### src/rtl/vss_pkg.sv
package vss_pkg;
  typedef struct packed {
    logic en;
    logic vs;
  } lvl_state_t;
endpackage

### src/rtl/vss_qualify.sv
module vss_qualify
  import vss_pkg::*;
(
  input  logic clk_i,
  input  logic rst_ni,
  input  logic valid_i,
  input  logic en_i,
  input  logic vs_i,
  output logic vs_rise_o,
  output logic en_rise_o,
  output logic active_o
);
  lvl_state_t prev_q;
  logic       locked_q;

  assign vs_rise_o = valid_i & vs_i & ~prev_q.vs;
  assign en_rise_o = valid_i & en_i & ~prev_q.en;
  assign active_o  = valid_i & en_i & (locked_q | vs_rise_o);

  // vs resets high so a level already asserted is not an edge
  always_ff @(posedge clk_i or negedge rst_ni) begin
    if (!rst_ni) begin
      prev_q   <= '{en: 1'b0, vs: 1'b1};
      locked_q <= 1'b0;
    end else if (valid_i) begin
      prev_q <= '{en: en_i, vs: vs_i};
      if (vs_rise_o) locked_q <= 1'b1;
    end
  end

  AST_HOLD_IDLE: assert property (@(posedge clk_i) disable iff (!rst_ni)
    !valid_i |=> $stable(prev_q));
  AST_LOCK_STICKY: assert property (@(posedge clk_i) disable iff (!rst_ni)
    locked_q |=> locked_q);
endmodule

### src/rtl/vss_mark.sv
module vss_mark #(
  parameter int DATA_W = 8
) (
  input  logic              clk_i,
  input  logic              rst_ni,
  input  logic              valid_i,
  input  logic              active_i,
  input  logic              en_rise_i,
  input  logic              vs_rise_i,
  input  logic              fld_i,
  input  logic [DATA_W-1:0] data_i,
  output logic              sof_evt_o,
  output logic              sol_evt_o,
  output logic              pix_valid_o,
  output logic [DATA_W-1:0] pix_data_o,
  output logic              sol_o,
  output logic              sof_o,
  output logic              field_o
);
  logic armed_q;

  assign sof_evt_o = active_i & (armed_q | vs_rise_i);
  assign sol_evt_o = active_i & en_rise_i;

  always_ff @(posedge clk_i or negedge rst_ni) begin
    if (!rst_ni) begin
      armed_q     <= 1'b0;
      pix_valid_o <= 1'b0;
      pix_data_o  <= '0;
      sol_o       <= 1'b0;
      sof_o       <= 1'b0;
      field_o     <= 1'b0;
    end else begin
      pix_valid_o <= active_i;
      sol_o       <= sol_evt_o;
      sof_o       <= sof_evt_o;
      if (active_i)  pix_data_o <= data_i;
      if (sof_evt_o) field_o    <= fld_i;
      if (sof_evt_o)      armed_q <= 1'b0;
      else if (vs_rise_i) armed_q <= 1'b1;
    end
  end

  AST_PIX_QUALIFIED: assert property (@(posedge clk_i) disable iff (!rst_ni)
    pix_valid_o |-> $past(valid_i));
  AST_SOL_ON_PIXEL: assert property (@(posedge clk_i) disable iff (!rst_ni)
    sol_o |-> pix_valid_o);
  AST_SOF_ON_PIXEL: assert property (@(posedge clk_i) disable iff (!rst_ni)
    sof_o |-> pix_valid_o);
  AST_FIELD_HOLD: assert property (@(posedge clk_i) disable iff (!rst_ni)
    !$stable(field_o) |-> sof_o);
endmodule

### src/rtl/vss_measure.sv
module vss_measure #(
  parameter int MAX_W = 4095,
  parameter int MAX_H = 4095,
  localparam int WW = $clog2(MAX_W + 1),
  localparam int HW = $clog2(MAX_H + 1)
) (
  input  logic          clk_i,
  input  logic          rst_ni,
  input  logic          active_i,
  input  logic          sol_i,
  input  logic          sof_i,
  input  logic          vs_rise_i,
  output logic [WW-1:0] width_o,
  output logic [HW-1:0] height_o,
  output logic          done_o
);
  localparam logic [WW-1:0] W_LIM = WW'(MAX_W);
  localparam logic [HW-1:0] H_LIM = HW'(MAX_H);

  logic [WW-1:0] cnt_w, w_next;
  logic [HW-1:0] cnt_h, h_next;
  logic          open_q;
  logic          line_start;

  assign w_next     = (cnt_w == W_LIM) ? cnt_w : cnt_w + 1'b1;
  assign h_next     = (cnt_h == H_LIM) ? cnt_h : cnt_h + 1'b1;
  assign line_start = sol_i | sof_i;

  always_ff @(posedge clk_i or negedge rst_ni) begin
    if (!rst_ni) begin
      cnt_w    <= '0;
      cnt_h    <= '0;
      open_q   <= 1'b0;
      width_o  <= '0;
      height_o <= '0;
      done_o   <= 1'b0;
    end else begin
      done_o <= 1'b0;
      if (vs_rise_i && open_q) begin
        width_o  <= cnt_w;
        height_o <= cnt_h;
        done_o   <= 1'b1;
      end
      if (vs_rise_i) begin
        open_q <= 1'b0;
        cnt_w  <= '0;
        cnt_h  <= '0;
      end
      // later assignments win: a sample may close one frame and open the next
      if (active_i) begin
        if (line_start) begin
          cnt_w <= WW'(1);
          cnt_h <= sof_i ? HW'(1) : h_next;
        end else begin
          cnt_w <= w_next;
        end
        if (sof_i) open_q <= 1'b1;
      end
    end
  end

  AST_NO_OVERFLOW: assert property (@(posedge clk_i) disable iff (!rst_ni)
    (cnt_w <= W_LIM) && (cnt_h <= H_LIM));
  AST_DONE_PULSE: assert property (@(posedge clk_i) disable iff (!rst_ni)
    done_o |=> !done_o);
  AST_RESULT_HOLD: assert property (@(posedge clk_i) disable iff (!rst_ni)
    !done_o |-> ($stable(width_o) && $stable(height_o)));
endmodule

### src/rtl/vss_sampler.sv
module vss_sampler #(
  parameter int DATA_W     = 8,
  parameter int MAX_WIDTH  = 4095,
  parameter int MAX_HEIGHT = 4095,
  localparam int WW = $clog2(MAX_WIDTH + 1),
  localparam int HW = $clog2(MAX_HEIGHT + 1)
) (
  input  logic              clk_i,
  input  logic              rst_ni,
  input  logic              in_valid_i,
  input  logic [DATA_W-1:0] in_data_i,
  input  logic              pic_en_i,
  input  logic              hsync_i,
  input  logic              vsync_i,
  input  logic              field_i,
  output logic              pix_valid_o,
  output logic [DATA_W-1:0] pix_data_o,
  output logic              sol_o,
  output logic              sof_o,
  output logic              field_o,
  output logic              frame_done_o,
  output logic [WW-1:0]     act_width_o,
  output logic [HW-1:0]     act_height_o
);
  logic vs_rise, en_rise, active, sof_evt, sol_evt;
  // line boundaries come from the enable edge, not from hsync
  logic unused_hsync;
  assign unused_hsync = hsync_i;

  vss_qualify u_qualify (
    .clk_i     (clk_i),
    .rst_ni    (rst_ni),
    .valid_i   (in_valid_i),
    .en_i      (pic_en_i),
    .vs_i      (vsync_i),
    .vs_rise_o (vs_rise),
    .en_rise_o (en_rise),
    .active_o  (active)
  );

  vss_mark #(.DATA_W(DATA_W)) u_mark (
    .clk_i       (clk_i),
    .rst_ni      (rst_ni),
    .valid_i     (in_valid_i),
    .active_i    (active),
    .en_rise_i   (en_rise),
    .vs_rise_i   (vs_rise),
    .fld_i       (field_i),
    .data_i      (in_data_i),
    .sof_evt_o   (sof_evt),
    .sol_evt_o   (sol_evt),
    .pix_valid_o (pix_valid_o),
    .pix_data_o  (pix_data_o),
    .sol_o       (sol_o),
    .sof_o       (sof_o),
    .field_o     (field_o)
  );

  vss_measure #(.MAX_W(MAX_WIDTH), .MAX_H(MAX_HEIGHT)) u_measure (
    .clk_i     (clk_i),
    .rst_ni    (rst_ni),
    .active_i  (active),
    .sol_i     (sol_evt),
    .sof_i     (sof_evt),
    .vs_rise_i (vs_rise),
    .width_o   (act_width_o),
    .height_o  (act_height_o),
    .done_o    (frame_done_o)
  );
endmodule

### config.mk
export PLATFORM = sky130hd
export DESIGN_NAME = vss_sampler
export DESIGN_NICKNAME = d
export VERILOG_FILES = /design/src/rtl/vss_pkg.sv /design/src/rtl/vss_qualify.sv /design/src/rtl/vss_mark.sv /design/src/rtl/vss_measure.sv /design/src/rtl/vss_sampler.sv
export SDC_FILE = /design/constraint.sdc
export NUM_CORES = 1
export LEC_CHECK = 0
export BUFFER_PORTS_ARGS = -buffer_cell sky130_fd_sc_hd__buf_2
export CAP_MARGIN = 20
export CORE_ASPECT_RATIO = 1.25
export CORE_MARGIN = 3
export CORE_UTILIZATION = 30
export CTS_CLUSTER_SIZE = 25
export DETAILED_ROUTE_END_ITERATION = 12
export GPL_TIMING_DRIVEN = 0
export PLACE_DENSITY = 0.59
export SETUP_SLACK_MARGIN = 0.3
export SYNTH_ARGS = -nofsm -noshare
export SYNTH_HDL_FRONTEND = slang
export SYNTH_HIERARCHICAL = 1
export SYNTH_SLANG_ARGS = --single-unit
### constraint.sdc
create_clock -name clk_i -period 3.9 [get_ports clk_i]
set_input_delay 0 -clock clk_i [delete_from_list [all_inputs] [get_ports clk_i]]
set_output_delay 0 -clock clk_i [all_outputs]
set_load 0.02 [all_outputs]
==> results_dict.tcl, run 1 <==
set metrics [dict create \
    h-tree-depth 3 \
    core_area_um2 9760 \
    antenna_found_initial 0 \
    setup_tns_ps 0 \
    ys_warn_count 6 \
    grt_usage_pct 12.8 \
    num-nets-final 352 \
    syn_inst 260 \
    drtIter0Drc 79 \
    synth-adder-area-share_pct 0.819 \
    clk_latency_ps 330 \
    ff2ff_path_depth 9 \
    final.fill_count 947 \
    placementRows 40 \
    cts_setup_buffers 0 \
    setup_violations 0 \
    tritoncts "built" \
    hold_path.class "in2async" \
    startpoint_type "flop" \
    path_cells "nand2b_4, a21oi_2, buf_4, and2_1, buf_2, nand4b_1, nor4_4, nor2_1, a31oi_1" \
    drv_slew 0 \
    start_util_pct 31.3 \
    drt-wirelength-per-cell_um 14.1 \
    slew_headroom_pct 44.1 \
    layout-drive-gt1-share_pct 35.3 \
    critical_path_class "reg2reg" \
    grt_max_degree 67 \
    netlist_area_um2 3060 \
    route.vias.total 2327 \
    grt_overflow_total 0 \
    tightest_slew_ps 838 \
    yosys.area_share.simple_pct 17.2 \
    root_buffer "clkbuf_16" \
    synth-seq-area-share_pct 54.1 \
    skew_ps 6.24 \
    slowest_stage "nor4_4" \
    dieArea_um2 11400 \
    grt_pass1_vias 2276 \
    synth-main-ff-cell "dfrtp_1" \
    critPathArrivalTime_ps 2870 \
    period_share_pct 67.3 \
    placed_cell_area_um2 3470 \
    synth_xor_area_share_pct 0 \
    crit_buf_inv 2 \
    drt_wl_total_um 6560 \
    synthMuxAreaShare_pct 11.9 \
    ioPinCount 52 \
    area_growth_pct 28.4 \
    path_clk_slew_ps 60 \
    power_leakage_nw 1.90 \
    route.antenna.remaining_nets 0 \
    clockBufferDepth 2 \
    powerDensity_nw_per_um2 460 \
    cts_buffers 9 \
    final_common_cell "dfrtp_1" \
    dpl.hpwl_um 4410 \
    die_h_um 119 \
    finalHoldViolCount 0 \
    critical_path.top_delay_family "simple AND/OR/NAND/NOR gates" \
    final_cell_mix "dfrtp_1 (65), buf_2 (53), mux2_2 (31)" \
    ir_drop_mv 0.240 \
    max_clock_freq_ghz 0.381 \
    max_stage_delay_ps 470 \
    synth_edf_count 0 \
    rsz0062_at_grt "false" \
    synth_top_family_by_area "simple AND/OR/NAND/NOR gates" \
    synthArstFlopShare_pct 100 \
    clock-sinks 66 \
    cp-end-kind "flop" \
    synth_area_per_cell_um2 11.8 \
    first_pass_iters 4 \
    remaining_drc_errors 0 \
    gp_congestion 0.842 \
    synth_compound_area_share_pct 13.1 \
    min_period_ps 2620 \
    path_max_fanout 10 \
    port_buffers 50 \
    cp_num_cells 9 \
    max_cap_viol_count 0 \
    grt_pass1_wl_um 11500 \
    synth-seq-cells 66 \
    synthesis.nets 277 \
    final_area_um2 3930 \
    ys_types 55 \
    antenna_cells 0 \
    critPathRequiredTime_ps 4150 \
    outcome "completed" \
    vias_per_cell 4.99 \
    die_w_um 96.3 \
]
==> worst register-to-register path, cell delays in order (launching register included) <==
cell and delay [ps]:
dfstp_2 380, nand2b_4 140, a21oi_2 300, buf_4 260
and2_1 180, buf_2 200, nand4b_1 210, nor4_4 470
nor2_1 190, a31oi_1 210
==> report_power, final <==
group / internal, mW / leakage (nW) / switching, mW / total [mW]
logic: 0.0878 / 0.869 / 0.114 / 0.202
clock network: 0.557 / 0.151 / 0.290 / 0.848
registers: 0.730 / 0.883 / 0.0279 / 0.758
total: 1.38 / 1.90 / 0.433 / 1.81
==> cell type report <==
type	instances	area, um^2	share of cell area [%]
clock buffer	9	225	5.74
sequential	66	1650	42.1
inverter	6	22.5	0.574
clock inverter	7	93.8	2.39
multi-input combinational	178	1310	33.4
buffer	10	68.8	1.75
timing repair buffer	64	393	10.0
tap	126	158	4.02
==> timing repair <==
action                                  in CTS  in global routing
hold buffers                                14                  0
hold endpoints to repair                    77                  0
gates resized for setup                      0                  0
endpoints found under the setup margin       0                  0
==> Yosys cell counts, types with 2 or more instances <==
cell type / instances / share of area, %
nand4_1: 5 / 1.0
nand2_1: 25 / 3.1
mux2_2: 31 / 11
buf_2: 4 / 0.65
o21a_1: 2 / 0.49
nor4_4: 2 / 1.4
a21oi_1: 5 / 0.82
buf_6: 3 / 1.1
ha_1: 2 / 0.82
o31a_1: 2 / 0.57
and3_1: 3 / 0.61
nor2_1: 15 / 1.8
inv_1: 6 / 0.74
or2_2: 2 / 0.41
dfrtp_1: 65 / 53
and2_1: 2 / 0.41
clkbuf_1: 2 / 0.25
nor4_1: 4 / 0.82
a211o_1: 2 / 0.57
o21ai_0: 19 / 3.1
o31ai_1: 4 / 0.98
o21ai_1: 2 / 0.33
nor3_1: 5 / 0.82
or3_1: 2 / 0.41
nand3_1: 7 / 1.1
o22a_1: 3 / 0.86
a31oi_1: 8 / 1.6
==> cell families (layout without fill, tap and decap cells) <==
kind of cell               after synthesis  count (layout)
and+or+nand+nor                         86              86
AOI/OAI and AO/OA                       58              58
buffers and inverters                   16              96
DFF                                     66              66
muxes                                   32              32
adders and majority gates                2               2
==> layer usage <==
| layer | vias up | wire [um] | track usage, % |
|---|---|---|---|
| li1 | 1129 | - | - |
| met1 | 1142 | 2760 | 16.5 |
| met2 | 49 | 3390 | 20.3 |
| met3 | 7 | 300 | 3.10 |
| met4 | 0 | 103 | 5.16 |
| met5 | - | 0 | 0 |
==> per-stage QoR <==
step | cells | utilization (%) | setup slack, ps | hold WS [ps] | power, mW
after floorplan | 260 | - | 1670 | -296 | 0.887
after global placement | 436 | 35.5 | 1300 | 198 | 0.960
after detailed placement | 436 | 35.5 | 1260 | 162 | 0.965
after CTS | 466 | 40.2 | 1240 | 366 | 1.84
after global routing | 466 | 40.2 | 1000 | 414 | 1.89
final | 466 | 40.2 | 1280 | 316 | 1.81
==> flip-flops by register name (all words and copies together) (netlist names) <==
register,count
u_mark/armed_q,1
u_mark/field_o,1
u_mark/pix_data_o,8
u_mark/pix_valid_o,1
u_mark/sof_o,1
u_mark/sol_o,1
u_measure/cnt_h,12
u_measure/cnt_w,12
u_measure/done_o,1
u_measure/height_o,12
u_measure/open_q,1
u_measure/width_o,12
u_qualify/locked_q,1
u_qualify/prev_q,2
==> worst paths after layout <==
check | from | endpoint | slack (ps)
setup / recovery | u_qualify/prev_q[0] | u_measure/cnt_h[5] | 1280
hold / removal | rst_ni | u_measure/cnt_w[9] | 320
setup reg to reg | u_qualify/prev_q[0] | u_measure/cnt_h[5] | 1280
hold reg to reg | u_qualify/locked_q | u_qualify/locked_q | 470
max in group asynchronous | rst_ni | u_mark/field_o | 3020
min in group clk_i | in_data_i[2] | u_mark/pix_data_o[2] | 440
Power figures use the tool's default switching activity.
==> run 2: changes to the inputs <==
PLACE_DENSITY = 0.61   (was 0.59)
clock period = 2.4 ns   (was 3.9 ns; I/O delays follow)
==> results_dict.tcl, run 2 (same netlist as run 1, synthesis figures left out) <==
set metrics [dict create \
    path_max_fanout 5 \
    layout-drive-gt1-share_pct 40.6 \
    multi_input_area_um2 1380 \
    port_buffers 50 \
    grt_usage_pct 12.6 \
    finalHoldViolCount 0 \
    clock-sinks 66 \
    slew_headroom_pct 44.3 \
    ff_latch_area_um2 1650 \
    grt_pass1_wl_um 11400 \
    critPathRequiredTime_ps 2650 \
    final_common_cell "dfrtp_1" \
    cts_buffers 9 \
    tritoncts "built" \
    final_cells 478 \
    min_period_ps 2150 \
    grt_pass1_vias 2383 \
    placementRows 40 \
    antenna_cells 0 \
    place_inst 436 \
    core_area_um2 9760 \
    outcome "completed" \
    setup_tns_ps 0 \
    gp_congestion 0.823 \
    first_pass_iters 4 \
    drt-wirelength-per-cell_um 14.0 \
    dpl.hpwl_um 4410 \
    powerDensity_nw_per_um2 712 \
    grt_max_degree 67 \
    hold_path.class "in2async" \
    final.fill_count 966 \
    skew_ps 5.37 \
    num-nets-final 364 \
    route.vias.total 2393 \
    ir_drop_mv 0.443 \
    tightest_slew_ps 835 \
    route.antenna.remaining_nets 0 \
    cp-end-kind "flop" \
    dieArea_um2 11400 \
    final_cell_mix "dfrtp_1 (65), buf_2 (55), mux2_2 (31)" \
    rsz0062_at_grt "true" \
    drt_wl_total_um 6680 \
    antenna_found_initial 0 \
    power_leakage_nw 1.98 \
    start_util_pct 31.3 \
    critPathArrivalTime_ps 2400 \
    startpoint_type "flop" \
    area_growth_pct 33.1 \
    drv_slew 0 \
    ioPinCount 52 \
    drtIter0Drc 105 \
    grt_overflow_total 0 \
    die_w_um 96.3 \
    remaining_drc_errors 0 \
    setup_violations 0 \
    critical_path_class "reg2reg" \
    period_share_pct 89.4 \
    root_buffer "clkbuf_16" \
    h-tree-depth 3 \
    clk_latency_ps 330 \
    clockBufferDepth 2 \
    vias_per_cell 5.01 \
    die_h_um 119 \
    max_clock_freq_ghz 0.466 \
    max_cap_viol_count 0 \
    ff2ff_path_depth 8 \
    timing.hold.ws_ps 333 \
    path_clk_slew_ps 50 \
]
## run 2: cell type report
| class | count | area share (%) |
|---|---|---|
| Sequential cell | 66 | 40.6 |
| Clock buffer | 13 | 6.40 |
| Multi-Input combinational cell | 178 | 33.8 |
| Tap cell | 126 | 3.87 |
| Inverter | 6 | 0.554 |
| Timing Repair Buffer | 76 | 11.8 |
| Clock inverter | 3 | 0.984 |
| Buffer | 10 | 2.00 |
## run 2: timing repair
item / 4_1_cts / 5_1_grt
pin swaps: 7 / 14
resized for setup: 14 / 12
gates cloned: 1 / 1
hold buffers: 13 / 0
buffers inserted: 8 / 3
endpoints found under the hold margin: 77 / 0
endpoints found under the setup margin: 24 / 29
## run 2: metal layers
layer  part of all wire (%)  vias up  wire length [um]  global-route usage (%)
li1                       -     1144                 -                       -
met1                     43     1178              2880                    15.3
met2                     51       58              3380                    20.6
met3                    4.4       13               293                    3.73
met4                    1.9        0               125                    4.98
met5                      0        -                 0                       0
## run 2: worst paths after layout
check                                      from                    end  slack [ps]
hold / removal                           rst_ni  u_measure/width_o[11]         330
min in group clk_i                   in_valid_i    u_qualify/prev_q[0]         400
max in group asynchronous                rst_ni  u_measure/height_o[4]        1530
setup / recovery            u_qualify/prev_q[0]    u_measure/cnt_w[10]         250
setup reg to reg            u_qualify/prev_q[0]    u_measure/cnt_w[10]         250
hold reg to reg            u_measure/width_o[6]   u_measure/width_o[6]         470
## run 2: stage by stage
step / setup slack (ps) / total power, mW / utilization, % / cell area, um^2
2_1_floorplan: 313 / 1.44 / - / 3080
3_3_place_gp: 25.5 / 1.56 / 35.7 / 3480
3_5_place_dp: -1.34 / 1.57 / 35.7 / 3490
4_1_cts: 246 / 2.94 / 41.3 / 4030
5_1_grt: 164 / 3.03 / 41.7 / 4070
6_report: 255 / 2.90 / 41.7 / 4070
## run 2: power breakdown
part	internal, mW	switching (mW)	leakage, nW
Combinational	0.157	0.195	0.948
Clock	0.857	0.454	0.150
Sequential	1.19	0.0447	0.883
Total	2.20	0.694	1.98
## run 2: worst max-delay path, stage by stage, from the launching register on
cell      delay (ps)
dfstp_2          540
nand2b_4         130
a21oi_4           60
buf_6            120
and2_4           160
buf_6            130
or3b_4           390
or4_1            410
o21ai_1          130
